===== src/rtl/jit_pkg.sv =====
package jit_pkg;
  typedef enum logic [1:0] {
    ST_IDLE = 2'd0,
    ST_GAP  = 2'd1,
    ST_CELL = 2'd2
  } jit_state_e;
endpackage


===== src/rtl/jit_lfsr.sv =====
// Shift-register address source, extended to a de Bruijn cycle (period 2^W).
module jit_lfsr #(
  parameter int          W    = 6,
  parameter logic [W-1:0] TAPS = 6'b110000,
  parameter logic [W-1:0] SEED = 6'h2D
) (
  input  logic         clk,
  input  logic         rst_n,
  input  logic         adv_i,
  output logic [W-1:0] state_o
);
  logic [W-1:0] q, q_n;
  logic         fb;

  always_comb begin
    // the extra term inserts the all-zero state into the cycle
    fb  = (^(q & TAPS)) ^ (q[W-2:0] == '0);
    q_n = adv_i ? {q[W-2:0], fb} : q;
  end

  always_ff @(posedge clk or negedge rst_n) begin
    if (!rst_n) q <= SEED;
    else        q <= q_n;
  end

  assign state_o = q;

  AST_LFSR_STILL: assert property (@(posedge clk) disable iff (!rst_n)
    !adv_i |=> $stable(state_o));
endmodule


===== src/rtl/jit_inv_table.sv =====
// Loadable inverse-distribution table, written only while stopped.
module jit_inv_table #(
  parameter int AW = 6,
  parameter int DW = 9
) (
  input  logic          clk,
  input  logic          rst_n,
  input  logic          idle_i,
  input  logic          we_i,
  input  logic [AW-1:0] wr_addr_i,
  input  logic [DW-1:0] wr_data_i,
  input  logic [AW-1:0] rd_addr_i,
  output logic [DW-1:0] rd_data_o
);
  localparam int DEPTH = 1 << AW;

  logic [DW-1:0] mem [DEPTH];
  logic          wr_ok;

  assign wr_ok = we_i && idle_i;

  always_ff @(posedge clk) begin
    if (wr_ok) mem[wr_addr_i] <= wr_data_i;
  end

  assign rd_data_o = mem[rd_addr_i];

  AST_TBL_FROZEN: assert property (@(posedge clk) disable iff (!rst_n)
    (!idle_i && $past(!idle_i) && $stable(rd_addr_i)) |-> $stable(rd_data_o));
endmodule


===== src/rtl/jit_level_track.sv =====
// Occupancy tracker: writes minus reads, saturating.
module jit_level_track #(
  parameter int LW = 12
) (
  input  logic          clk,
  input  logic          rst_n,
  input  logic          wr_i,
  input  logic          rd_i,
  output logic [LW-1:0] level_o,
  output logic          empty_o
);
  localparam logic [LW-1:0] LMAX = '1;

  logic [LW-1:0] lvl, lvl_n;

  always_comb begin
    lvl_n = lvl;
    if (wr_i && !rd_i && lvl != LMAX)      lvl_n = lvl + 1'b1;
    else if (!wr_i && rd_i && lvl != '0)   lvl_n = lvl - 1'b1;
  end

  always_ff @(posedge clk or negedge rst_n) begin
    if (!rst_n) lvl <= '0;
    else        lvl <= lvl_n;
  end

  assign level_o = lvl;
  assign empty_o = (lvl == '0);

  AST_LVL_BOTH: assert property (@(posedge clk) disable iff (!rst_n)
    (wr_i && rd_i) |=> $stable(level_o));
  AST_LVL_SAT: assert property (@(posedge clk) disable iff (!rst_n)
    (level_o == LMAX && wr_i && !rd_i) |=> (level_o == LMAX));
endmodule


===== src/rtl/jit_cell_ctrl.sv =====
// Gap timer and cell reader.
module jit_cell_ctrl
  import jit_pkg::*;
#(
  parameter int CELL_BYTES = 47,
  parameter int GW         = 9
) (
  input  logic          clk,
  input  logic          rst_n,
  input  logic          run_i,
  input  logic          hold_i,
  input  logic [GW-1:0] gap_i,
  output logic          adv_o,
  output logic          rd_o,
  output logic          start_o,
  output logic          idle_o
);
  localparam int            BW   = (CELL_BYTES > 1) ? $clog2(CELL_BYTES) : 1;
  localparam logic [BW-1:0] LAST = BW'(CELL_BYTES - 1);

  jit_state_e    st, st_n;
  logic [GW-1:0] cnt, cnt_n;
  logic [BW-1:0] bcnt, bcnt_n;

  always_comb begin
    st_n   = st;
    cnt_n  = cnt;
    bcnt_n = bcnt;
    adv_o  = 1'b0;
    unique case (st)
      ST_IDLE: begin
        if (run_i) begin
          st_n  = ST_GAP;
          cnt_n = gap_i;
          adv_o = 1'b1;
        end
      end
      ST_GAP: begin
        if (!run_i) begin
          st_n = ST_IDLE;
        end else if (cnt == '0) begin
          st_n   = ST_CELL;
          bcnt_n = '0;
        end else begin
          cnt_n = cnt - 1'b1;
        end
      end
      ST_CELL: begin
        if (!hold_i) begin
          if (bcnt == LAST) begin
            st_n  = ST_GAP;
            cnt_n = gap_i;
            adv_o = 1'b1;
          end else begin
            bcnt_n = bcnt + 1'b1;
          end
        end
      end
      default: st_n = ST_IDLE;
    endcase
  end

  always_ff @(posedge clk or negedge rst_n) begin
    if (!rst_n) begin
      st   <= ST_IDLE;
      cnt  <= '0;
      bcnt <= '0;
    end else begin
      st   <= st_n;
      cnt  <= cnt_n;
      bcnt <= bcnt_n;
    end
  end

  assign rd_o    = (st == ST_CELL) && !hold_i;
  assign start_o = (st == ST_GAP) && (cnt == '0) && run_i;
  assign idle_o  = (st == ST_IDLE);

  AST_CELL_BOUND: assert property (@(posedge clk) disable iff (!rst_n)
    (st == ST_CELL) |-> (bcnt <= LAST));
  AST_START_NEXT: assert property (@(posedge clk) disable iff (!rst_n)
    start_o |=> (rd_o || hold_i));
endmodule


===== src/rtl/jitter_cell_gen.sv =====
module jitter_cell_gen #(
  parameter int                CELL_BYTES = 47,
  parameter int                LFSR_W     = 6,
  parameter logic [LFSR_W-1:0] LFSR_TAPS  = 6'b110000,
  parameter logic [LFSR_W-1:0] LFSR_SEED  = 6'h2D,
  parameter int                GAP_W      = 9,
  parameter int                LVL_W      = 12
) (
  input  logic              clk,
  input  logic              rst_n,
  input  logic              run,
  input  logic              wr_pulse,
  input  logic              tbl_we,
  input  logic [LFSR_W-1:0] tbl_addr,
  input  logic [GAP_W-1:0]  tbl_data,
  output logic              rd_pulse,
  output logic              cell_start,
  output logic              hold,
  output logic              active,
  output logic [LVL_W-1:0]  fifo_level
);
  logic [LFSR_W-1:0] addr;
  logic [GAP_W-1:0]  gap;
  logic              adv, idle, empty, rd;

  jit_lfsr #(.W(LFSR_W), .TAPS(LFSR_TAPS), .SEED(LFSR_SEED)) u_lfsr (
    .clk(clk), .rst_n(rst_n), .adv_i(adv), .state_o(addr));

  jit_inv_table #(.AW(LFSR_W), .DW(GAP_W)) u_table (
    .clk(clk), .rst_n(rst_n), .idle_i(idle), .we_i(tbl_we),
    .wr_addr_i(tbl_addr), .wr_data_i(tbl_data),
    .rd_addr_i(addr), .rd_data_o(gap));

  jit_level_track #(.LW(LVL_W)) u_level (
    .clk(clk), .rst_n(rst_n), .wr_i(wr_pulse), .rd_i(rd),
    .level_o(fifo_level), .empty_o(empty));

  jit_cell_ctrl #(.CELL_BYTES(CELL_BYTES), .GW(GAP_W)) u_ctrl (
    .clk(clk), .rst_n(rst_n), .run_i(run), .hold_i(empty), .gap_i(gap),
    .adv_o(adv), .rd_o(rd), .start_o(cell_start), .idle_o(idle));

  assign rd_pulse = rd;
  assign hold     = empty;
  assign active   = !idle;

  AST_NO_READ_EMPTY: assert property (@(posedge clk) disable iff (!rst_n)
    rd_pulse |-> (fifo_level != '0));
  AST_IDLE_QUIET: assert property (@(posedge clk) disable iff (!rst_n)
    !active |-> (!rd_pulse && !cell_start));
endmodule


===== config.mk =====
export PLATFORM = sky130hd
export DESIGN_NAME = jitter_cell_gen
export DESIGN_NICKNAME = d
export VERILOG_FILES = /design/src/rtl/jit_pkg.sv /design/src/rtl/jit_lfsr.sv /design/src/rtl/jit_inv_table.sv /design/src/rtl/jit_level_track.sv /design/src/rtl/jit_cell_ctrl.sv /design/src/rtl/jitter_cell_gen.sv
export SDC_FILE = /design/constraint.sdc
export NUM_CORES = 1
export LEC_CHECK = 0
export CORE_ASPECT_RATIO = 2
export CORE_MARGIN = 2
export CORE_UTILIZATION = 35
export CTS_CLUSTER_SIZE = 28
export DETAILED_ROUTE_END_ITERATION = 6
export HOLD_SLACK_MARGIN = 0.15
export SETUP_SLACK_MARGIN = 0.1
export SLEW_MARGIN = 30
export SYNTH_ARGS = -nofsm -noshare
export SYNTH_HDL_FRONTEND = slang
export SYNTH_HIERARCHICAL = 1
export SYNTH_SLANG_ARGS = --single-unit

===== constraint.sdc =====
create_clock -name clk -period 5.1 [get_ports clk]
set_clock_uncertainty 0.1 [all_clocks]
set_input_delay 0.51 -clock clk [delete_from_list [all_inputs] [get_ports clk]]
set_output_delay 0.51 -clock clk [all_outputs]
set_load 0.03 [all_outputs]

==> results of run 1 <==
==> cell type report <==
type	count	area [sq um]
Fill cell	6282	42340
Sequential cell	611	18190
Clock buffer	64	1431
Tap cell	910	1139
Multi-Input combinational cell	603	6277
Clock inverter	39	439.2
Timing Repair Buffer	63	580.6
Inverter	14	52.55
==> layout by cell type (no fill, tap or decap), types with 6 or more instances in the layout <==
| cell type | synthesis | final |
|---|---|---|
| sky130_fd_sc_hd__o22ai_1 | 24 | 24 |
| sky130_fd_sc_hd__o21ai_0 | 14 | 14 |
| sky130_fd_sc_hd__clkinv_2 | 0 | 11 |
| sky130_fd_sc_hd__a31oi_1 | 13 | 13 |
| sky130_fd_sc_hd__and3_1 | 9 | 9 |
| sky130_fd_sc_hd__clkbuf_1 | 18 | 8 |
| sky130_fd_sc_hd__a22oi_1 | 11 | 11 |
| sky130_fd_sc_hd__nand2_1 | 47 | 47 |
| sky130_fd_sc_hd__nor2_2 | 0 | 20 |
| sky130_fd_sc_hd__nand3_1 | 30 | 30 |
| sky130_fd_sc_hd__a21oi_1 | 27 | 27 |
| sky130_fd_sc_hd__dfrtp_1 | 31 | 29 |
| sky130_fd_sc_hd__mux4_2 | 145 | 145 |
| sky130_fd_sc_hd__ha_1 | 13 | 13 |
| sky130_fd_sc_hd__mux2_2 | 6 | 6 |
| sky130_fd_sc_hd__buf_4 | 7 | 24 |
| sky130_fd_sc_hd__o221ai_1 | 6 | 6 |
| sky130_fd_sc_hd__edfxtp_1 | 576 | 576 |
| sky130_fd_sc_hd__clkdlybuf4s50_1 | 0 | 25 |
| sky130_fd_sc_hd__clkinv_1 | 1 | 10 |
| sky130_fd_sc_hd__inv_1 | 12 | 12 |
| sky130_fd_sc_hd__mux2i_1 | 20 | 20 |
| sky130_fd_sc_hd__clkbuf_16 | 0 | 56 |
| sky130_fd_sc_hd__buf_2 | 19 | 8 |
| sky130_fd_sc_hd__nor2_1 | 112 | 92 |
| sky130_fd_sc_hd__nor2b_1 | 13 | 13 |
| sky130_fd_sc_hd__nand2b_1 | 13 | 13 |
| sky130_fd_sc_hd__bufinv_16 | 0 | 8 |
==> flip-flops by register name, indices dropped and copies added, names as in the netlist <==
signal,count
u_lfsr/state_o,6
u_ctrl/st,2
u_level/level_o,12
u_table/mem,576
u_ctrl/bcnt,6
u_ctrl/cnt,9
==> cells by family after synthesis <==
group                    after synthesis
flip-flops                           611
AND/OR/NAND/NOR                      264
multiplexers                         177
AO/OA/AOI/OAI                        140
buffers and inverters                 72
adder cells (fa/ha/maj)               14
XOR/XNOR                               8
==> how the worst min path moves through the flow <==
stage	startpoint	slack (ns)	end
after CTS	tbl_data[0]	0.24	u_table/mem[23][0]$_DFFE_PP_
after global routing	tbl_data[0]	0.23	u_table/mem[7][0]$_DFFE_PP_
after floorplan	rst_n	0.11	u_ctrl/bcnt[0]$_DFFE_PN0P_
final	tbl_data[0]	0.23	u_table/mem[6][0]$_DFFE_PP_
after detailed placement	u_ctrl/bcnt[5]$_DFFE_PN0P_	0.40	u_ctrl/bcnt[5]$_DFFE_PN0P_
after global placement	u_ctrl/bcnt[5]$_DFFE_PN0P_	0.39	u_ctrl/bcnt[5]$_DFFE_PN0P_
==> metrics by stage <==
step           worst slack, ns  instance area [sq um]  hold WS, ns  power [mW]
3_5_place_dp             1.353                  26190       0.4008       10.34
3_3_place_gp             1.388                  26170       0.3858       10.33
2_1_floorplan            1.255                  24840       0.1144       8.969
5_1_grt                  1.023                  28110       0.2293       15.10
4_1_cts                  1.337                  28070       0.2355       14.63
6_report                 1.310                  28110       0.2332       14.52
==> what timing repair did <==
| action | in CTS | in global routing |
|---|---|---|
| hold endpoints to repair | 31 | 0 |
| hold buffers | 1 | 0 |
| setup endpoints to repair | 0 | 0 |
==> routing by layer <==
layer / vias to the layer above / part of all wire (%)
met4: 0 / 2.9
met3: 92 / 6.6
met5: - / 0
li1: 5402 / -
met1: 6520 / 42
met2: 445 / 48
==> where the power goes <==
| part | internal (mW) | switching [mW] | leakage (nW) |
|---|---|---|---|
| Clock | 2.44 | 1.86 | 0.909 |
| Combinational | 1.91 | 2.29 | 2.37 |
| Sequential | 5.63 | 0.392 | 5.57 |
| Total | 9.97 | 4.54 | 8.84 |
==> summary by stage, run 1 <==
Run status
The flow ran to the end, and the final reports show no timing, DRC or antenna violations.

Setup path
The startpoint identified for the worst register-to-register timing path is u_level/level_o[5]$_DFFE_PN0P_. The critical path's slowest cell is sky130_fd_sc_hd__nor4_1. The number of logic stages on the critical path including buffering is 12. The worst register-to-register path ends at u_level/level_o[9]$_DFFE_PN0P_. The signal on the critical path passes through nor4_1, and3_1, or3b_4, clkinv_1, inv_1, o311ai_4, ha_1, a21oi_1, o211ai_1, and3_1, or3_1, a31o_1. The sum of buffers and inverters on the critical path is 2. The nature of the critical path startpoint is a register. The arrival time at the worst endpoint is between 4 and 5 ns. The worst reg-to-reg setup slack is between 1 and 1.5 ns. For the worst flop-to-flop path, the logic depth is 12. The critical path ends at u_level/level_o[9]$_DFFE_PN0P_. In this run the worst setup path begins at u_level/level_o[5]$_DFFE_PN0P_. The maximum fanout count along the critical path is 16. The cell family with the largest share of critical-path delay is simple AND/OR/NAND/NOR gates. The most repeated library cell on the critical path is sky130_fd_sc_hd__and3_1.

By startpoint and endpoint, the worst setup path is classified as register to register. The data required time at the worst endpoint is between 5 and 6 ns. The kind of capture point of the worst setup path is a register.

The largest incremental delay on the critical path is 0.50 ns.

Global routing
The initial antenna violation count is 0. The via count of the first global-routing pass is approximately 13k. The global routing usage summed across all routing layers is between 10% and 20%. After global routing the overflow that remains totals 0. The first global-routing pass estimated about 85000 um of wire. The met3 routing resource usage after global routing is ~3.1%. The largest net degree at the start of global routing is 65. The most heavily used metal layer in global routing is met2. Global routing used around 22% of the available met1 tracks.

The global routing met2 resource utilization is between 20% and 30%.

Clock network
The clock-pin slew reported for the worst setup and hold paths after clock tree synthesis is 0.07 ns. The clock tree synthesis step divided the H-tree into 2 levels. Once the clock tree was built, the resizer swapped 0 gates to a different size. The number of setup buffers added after CTS is 0.

TritonCTS built the clock tree. The later pin in the worst-skew pair is clocked with a latency of approximately 0.63 ns. CTS placed an instance of sky130_fd_sc_hd__clkbuf_16 at the clock tree root. The total clock sinks is between 600 and 700. Clock tree synthesis inserted a total of 56 buffers.

The maximum clock insertion buffer count is 3.

Routing
The DRC violation total after the first TritonRoute iteration is roughly 1.1k. The routed wirelength normalized by instance count is about 25 um. After detailed routing, the number of vias per cell comes to about 5.4.

Before antenna repair, the detailed router went through 5 iterations. The number of design rule violations left after detail routing is 0. The detailed-route via count is about 12k. The residual antenna-violating net count after detailed routing is 0. Wires add up to 57030 um.

Timing
The final-report max-slew violation count came to 0. The final-report hold violation count is 0. The headroom to the max-slew limit is 30.76%. The slew at the pin with the worst max-slew slack is around 1.0 ns. Adding up every negative setup slack in the final design gives 0 ns. Setup repair after global routing left no endpoint under its margin. Setup violations remaining at the end of the flow were counted as 0. The post-route minimum period is 3.790 ns. The peak clock frequency supported by timing is ~260 MHz. The portion of the clock cycle consumed by the worst path in the final layout is 74.31%.

Place
The HPWL after detailed placement is 35350 um. At the end of routability-driven placement, the weighted congestion stood at 0.8303. The number of placed instances, taps included, is between 2k and 2.5k. In this run the tool buffered the top-level ports with 35 buffer cells.

Die
Pin placement for this block handled 36 I/O pins. The placeable core area is 70450 sq um. For this configuration, the core starts out at a cell density of a little over a third. The number of cell rows is about 140. The die boundary width is 192.4 um. The die covers between 70000 and 80000 sq um. The die outline height is 380.8 um.

Synthesis
The synthesized instance count is roughly 1.3k. The average cell area after synthesis is a little under 20 sq um. The number of nets handed over by synthesis was around 1.3k. The synthesized netlist devotes under 10% of its cell area to simple gates.

Ranked by instance count, the synthesized netlist is headed by sky130_fd_sc_hd__edfxtp_1 (576), sky130_fd_sc_hd__mux4_2 (145), sky130_fd_sc_hd__nor2_1 (112). The yosys synthesis warning count is 6. In the synthesized netlist the async set-or-reset flop fraction comes to 5.728%. The dominant combinational cell family by area after synthesis is multiplexers. The number of flops mapped to enable cells by yosys is 576. After Yosys synthesis, full adders, half adders and majority gates account for less than 1% of the synthesized area. The portion of the post-synthesis area used by sequential elements is around 73%. The most frequent cell after synthesis is sky130_fd_sc_hd__edfxtp_1. Summing the areas of all compound-gate instances in the mapped netlist gives 4.054% of the synthesized area. After synthesis, the share of cell area in mux cells is between 10 and 15%. By area the synthesized netlist is led by sky130_fd_sc_hd__edfxtp_1 (70%), sky130_fd_sc_hd__mux4_2 (13%), sky130_fd_sc_hd__dfrtp_1 (3.1%). In this run the biggest area consumer among cell types represents a little over two thirds of the synthesized area. The synthesized netlist occupies a cell area of between 20000 and 25000 sq um.

The count of distinct cell types in the synthesized netlist is 83. For this run, the leading register cell type out of synthesis is sky130_fd_sc_hd__edfxtp_1. The synthesized design contains just over 600 register bits. The post-synthesis share of cell area spent on xor and xnor gates is less than 1%. sky130_fd_sc_hd__edfxtp_1 takes more of the synthesized area than any other cell.

Layout
At the end of the flow the core is filled with cells to 39.90%. The proportion of layout cells with a drive suffix above 1 is between 20% and 30%. The final net count is around 1.4k. The antenna diode instance count is 0. For this run, the number of standard cells in the final layout without fillers is roughly 2.3k. Relative to the synthesized area, the layout overhead comes to 13.14%.

Job
Max-cap violations in this run came to 0.

Hold path
The path class of the tightest hold or removal check is input pin to register. Along the worst hold path, the cell count comes to 1.

Power
For this design the ratio of total power to cell area is a little over 500 nW/um^2. The worst supply voltage drop on vdd is between 400 and 500 uV. The leakage power summed over all cells is between 8 and 9 nW.
(Power assumes the default switching activity.)
==> inputs of run 2 (changes only) <==
==> constraint.sdc (replaced) <==
create_clock -name clk -period 3.1 [get_ports clk]
set_clock_uncertainty 0.1 [all_clocks]
set_input_delay 0.31 -clock clk [delete_from_list [all_inputs] [get_ports clk]]
set_output_delay 0.31 -clock clk [all_outputs]
set_load 0.03 [all_outputs]
==> run 2 against run 1 <==
  * Fmax rose by 25%
  * Sequential share of layout area decreased by 3.7 points
  * First-iteration DRC count rose by 13%
  * Combinational power is 110% higher
  * Sequential cell count stayed put
  * Sequential power grew 60%
  * Utilization up 2.4 points
  * Total power rose by 72%
  * Hold slack got worse by 0.099 ns
  * Clock power grew 53%
==> summary by stage, run 2 (synthesized netlist as in run 1, its figures left out) <==
Layout
The register bank with the most flops is u_table/mem. The library cell used most frequently in the layout, excluding fill and tap cells, is sky130_fd_sc_hd__edfxtp_1. The number of flip-flops under the largest register name is 576. The area of all placed cells without fillers is between 20000 and 30000 sq um.

After filler insertion, the fill cell instance count of the layout stands at 6152. After the flow finishes, the layout carries non-filler instances totaling ~2.5k. Leaving out fill and tap cells, the most frequent cells in the layout are sky130_fd_sc_hd__edfxtp_1 (576), sky130_fd_sc_hd__buf_4 (186), sky130_fd_sc_hd__mux4_2 (145), sky130_fd_sc_hd__nor2_1 (109), sky130_fd_sc_hd__clkbuf_16 (58). The proportion of layout cells with a drive suffix above 1 is between 30% and 40%. The growth of design area from synthesis to finish is 20.07%. The multi-input gate area in the final layout is roughly 6600 sq um.

The antenna diode instance count is 0. The final net count is 1568. The area occupied by registers is ~18000 sq um.

Routing
For this block, the routed nets add up to about 59000 um of wire. The number of detailed-route iterations in the first pass is 5. The routed via count divided by cell count is 5.344. The residual antenna-violating net count after detailed routing is 0. The detailed-route via count is approximately 13k. For this run, design rule violations remaining after detail routing come to 0. The first routing iteration left around 1.3k violations. The routed wirelength normalized by instance count is between 20 and 25 um.

Clock network
In this run the deepest clock path goes through 3 buffers. The total clock sinks is about 600. The CTS tree is yes. The tree is rooted in a sky130_fd_sc_hd__clkbuf_16.

TritonCTS created between 50 and 60 clock buffers. At the later pin of the worst-skew pair, clock insertion delay measures between 0.6 and 0.7 ns. The number of levels the H-tree was split into is 2. After clock tree synthesis, the clock-pin slew on the worst setup and hold paths is ~0.070 ns.

Global routing
The via count of the first global-routing pass is ~13k. The first global-routing pass estimated approximately 88000 um of wire. The leftover overflow at the end of global routing is 0. The largest net degree at the start of global routing is 65. Global routing used between 15 and 20% of the available tracks. The initial antenna violation count came to 0.

Timing
The final-report max-slew violation count is 0. Setup repair after global routing could not meet its margin everywhere. The slew at the pin with the worst max-slew slack is ~0.75 ns. The headroom to the max-slew limit is 50.21%. Based on the critical path, the design can be clocked at up to ~330 MHz. The final-report hold violation count is 0. The post-route minimum period is approximately 3.0 ns. The tightest hold path in the finished design has a slack of approximately 0.13 ns.

The final setup violation count is 0. The worst path uses 97.87% of the clock period. The post-layout worst setup margin is ~0.066 ns.

Place
The global placement routability congestion is around 0.81. The HPWL reported at the end of detailed placement is 38420 um. In this run the cell area measured after placement is between 20000 and 30000 sq um. The setup slack after placement is -0.09972 ns. Port buffering added 35 buffers. The number of placed cells counting well taps is roughly 2.4k.

Setup path
The arrival time at the worst endpoint is between 3 and 4 ns. Along the worst path, the maximum fanout reaches 7. STA puts the critical path data required time at between 3 and 4 ns. STA classifies the critical path startpoint as a register. The kind of capture point of the worst setup path is a register. The type of the worst setup path is register to register.

Run status
The flow ran to the end, and the final reports show no timing, DRC or antenna violations.

Die
Row generation in the floorplan step produced around 140 rows. The full die area is about 73000 sq um. 36 I/O pins were placed. The total area inside the core boundary comes to between 70000 and 80000 sq um. From left edge to right edge, the die measures a little under 200 um. The initial standard-cell utilization of the core is 35.26%. From bottom edge to top edge, the die measures between 300 and 400 um.

Job
The max-cap check violation count is 0.

Power
In this run the power density over the cells is roughly 840 nW/um^2. The worst supply voltage drop on vdd is about 600 uV. In this run the static leakage power is slightly below 10 nW.

Hold path
The class of the most critical hold timing path is input pin to asynchronous set/reset pin.
[run 2: cell types whose count changed in the layout (fill, tap and decap cells not counted), sizes merged, moves of 4 or more]
cell / delta
buf: +177
inv: -4
clkinvlp: -4
bufinv: -4
clkbuf: +8
dlygate4sd3: +5
[run 2: power by group]
group / internal, mW / total (mW) / switching, mW
Sequential: 9.28 / 9.65 / 0.371
Combinational: 4.31 / 8.81 / 4.50
Clock: 3.66 / 6.57 / 2.91
Total: 17.3 / 25.0 / 7.78
[run 2: final timing paths]
kind                       cells past startpoint                        endpoint  slack (ns)                            from
max in group asynchronous                      2   u_lfsr/state_o[1]$_DFFE_PN0P_        2.36                           rst_n
min reg2reg                                    1      u_ctrl/bcnt[5]$_DFFE_PN0P_        0.41      u_ctrl/bcnt[5]$_DFFE_PN0P_
min                                            2  u_level/level_o[1]$_DFFE_PN0P_        0.13                           rst_n
max                                           12  u_level/level_o[9]$_DFFE_PN0P_        0.07  u_level/level_o[9]$_DFFE_PN0P_
max reg2reg                                   12  u_level/level_o[9]$_DFFE_PN0P_        0.07  u_level/level_o[9]$_DFFE_PN0P_
min in group clk                               2     u_table/mem[1][5]$_DFFE_PP_        0.19                     tbl_data[5]
[run 2: per-stage QoR]
stage / power, mW / utilization, % / TNS [ns]
global route: 26.09 / 42.34 / -0.2374
global placement: 17.92 / 39.11 / -0.1588
finish: 25.03 / 42.34 / 0
detailed placement: 17.94 / 39.12 / -0.3390
CTS: 24.76 / 41.91 / 0
floorplan: 14.82 / - / -0.3046
[run 2: final cells by class]
type	instances	area share (%)
Inverter	14	0.2433
Clock inverter	29	0.8389
Tap cell	910	3.817
Multi-Input combinational cell	604	21.97
Sequential cell	611	61.01
Timing Repair Buffer	247	7.215
Clock buffer	70	4.908
[run 2: what timing repair did]
| item | 4_1_cts | 5_1_grt |
|---|---|---|
| endpoints found under the setup margin | 15 | 16 |
| gates resized for setup | 22 | 36 |
| hold endpoints to repair | 114 | 0 |
| buffers inserted | 6 | 6 |
| hold buffers | 6 | 0 |
| cloned | 1 | 2 |
| pin swaps | 10 | 9 |
[run 2: worst max-delay path, stage by stage (launching register included)]
cell,delay (ns)
sky130_fd_sc_hd__dfrtp_2,0.42
sky130_fd_sc_hd__nor4_4,0.35
sky130_fd_sc_hd__and3_4,0.24
sky130_fd_sc_hd__or3b_4,0.16
sky130_fd_sc_hd__clkinv_8,0.06
sky130_fd_sc_hd__inv_8,0.06
sky130_fd_sc_hd__o311ai_4,0.18
sky130_fd_sc_hd__buf_4,0.22
sky130_fd_sc_hd__ha_4,0.26
sky130_fd_sc_hd__and3_4,0.17
sky130_fd_sc_hd__and3_1,0.16
sky130_fd_sc_hd__or3_1,0.34
sky130_fd_sc_hd__a31o_1,0.20
[run 2: routing by layer]
layer / wire, um / track usage (%) / vias up
met1: 25200 / 23.68 / 6939
met5: 0 / 0 / -
met2: 28730 / 25.67 / 466
met4: 1612 / 4.580 / 0
met3: 3709 / 2.450 / 98
li1: - / - / 5776
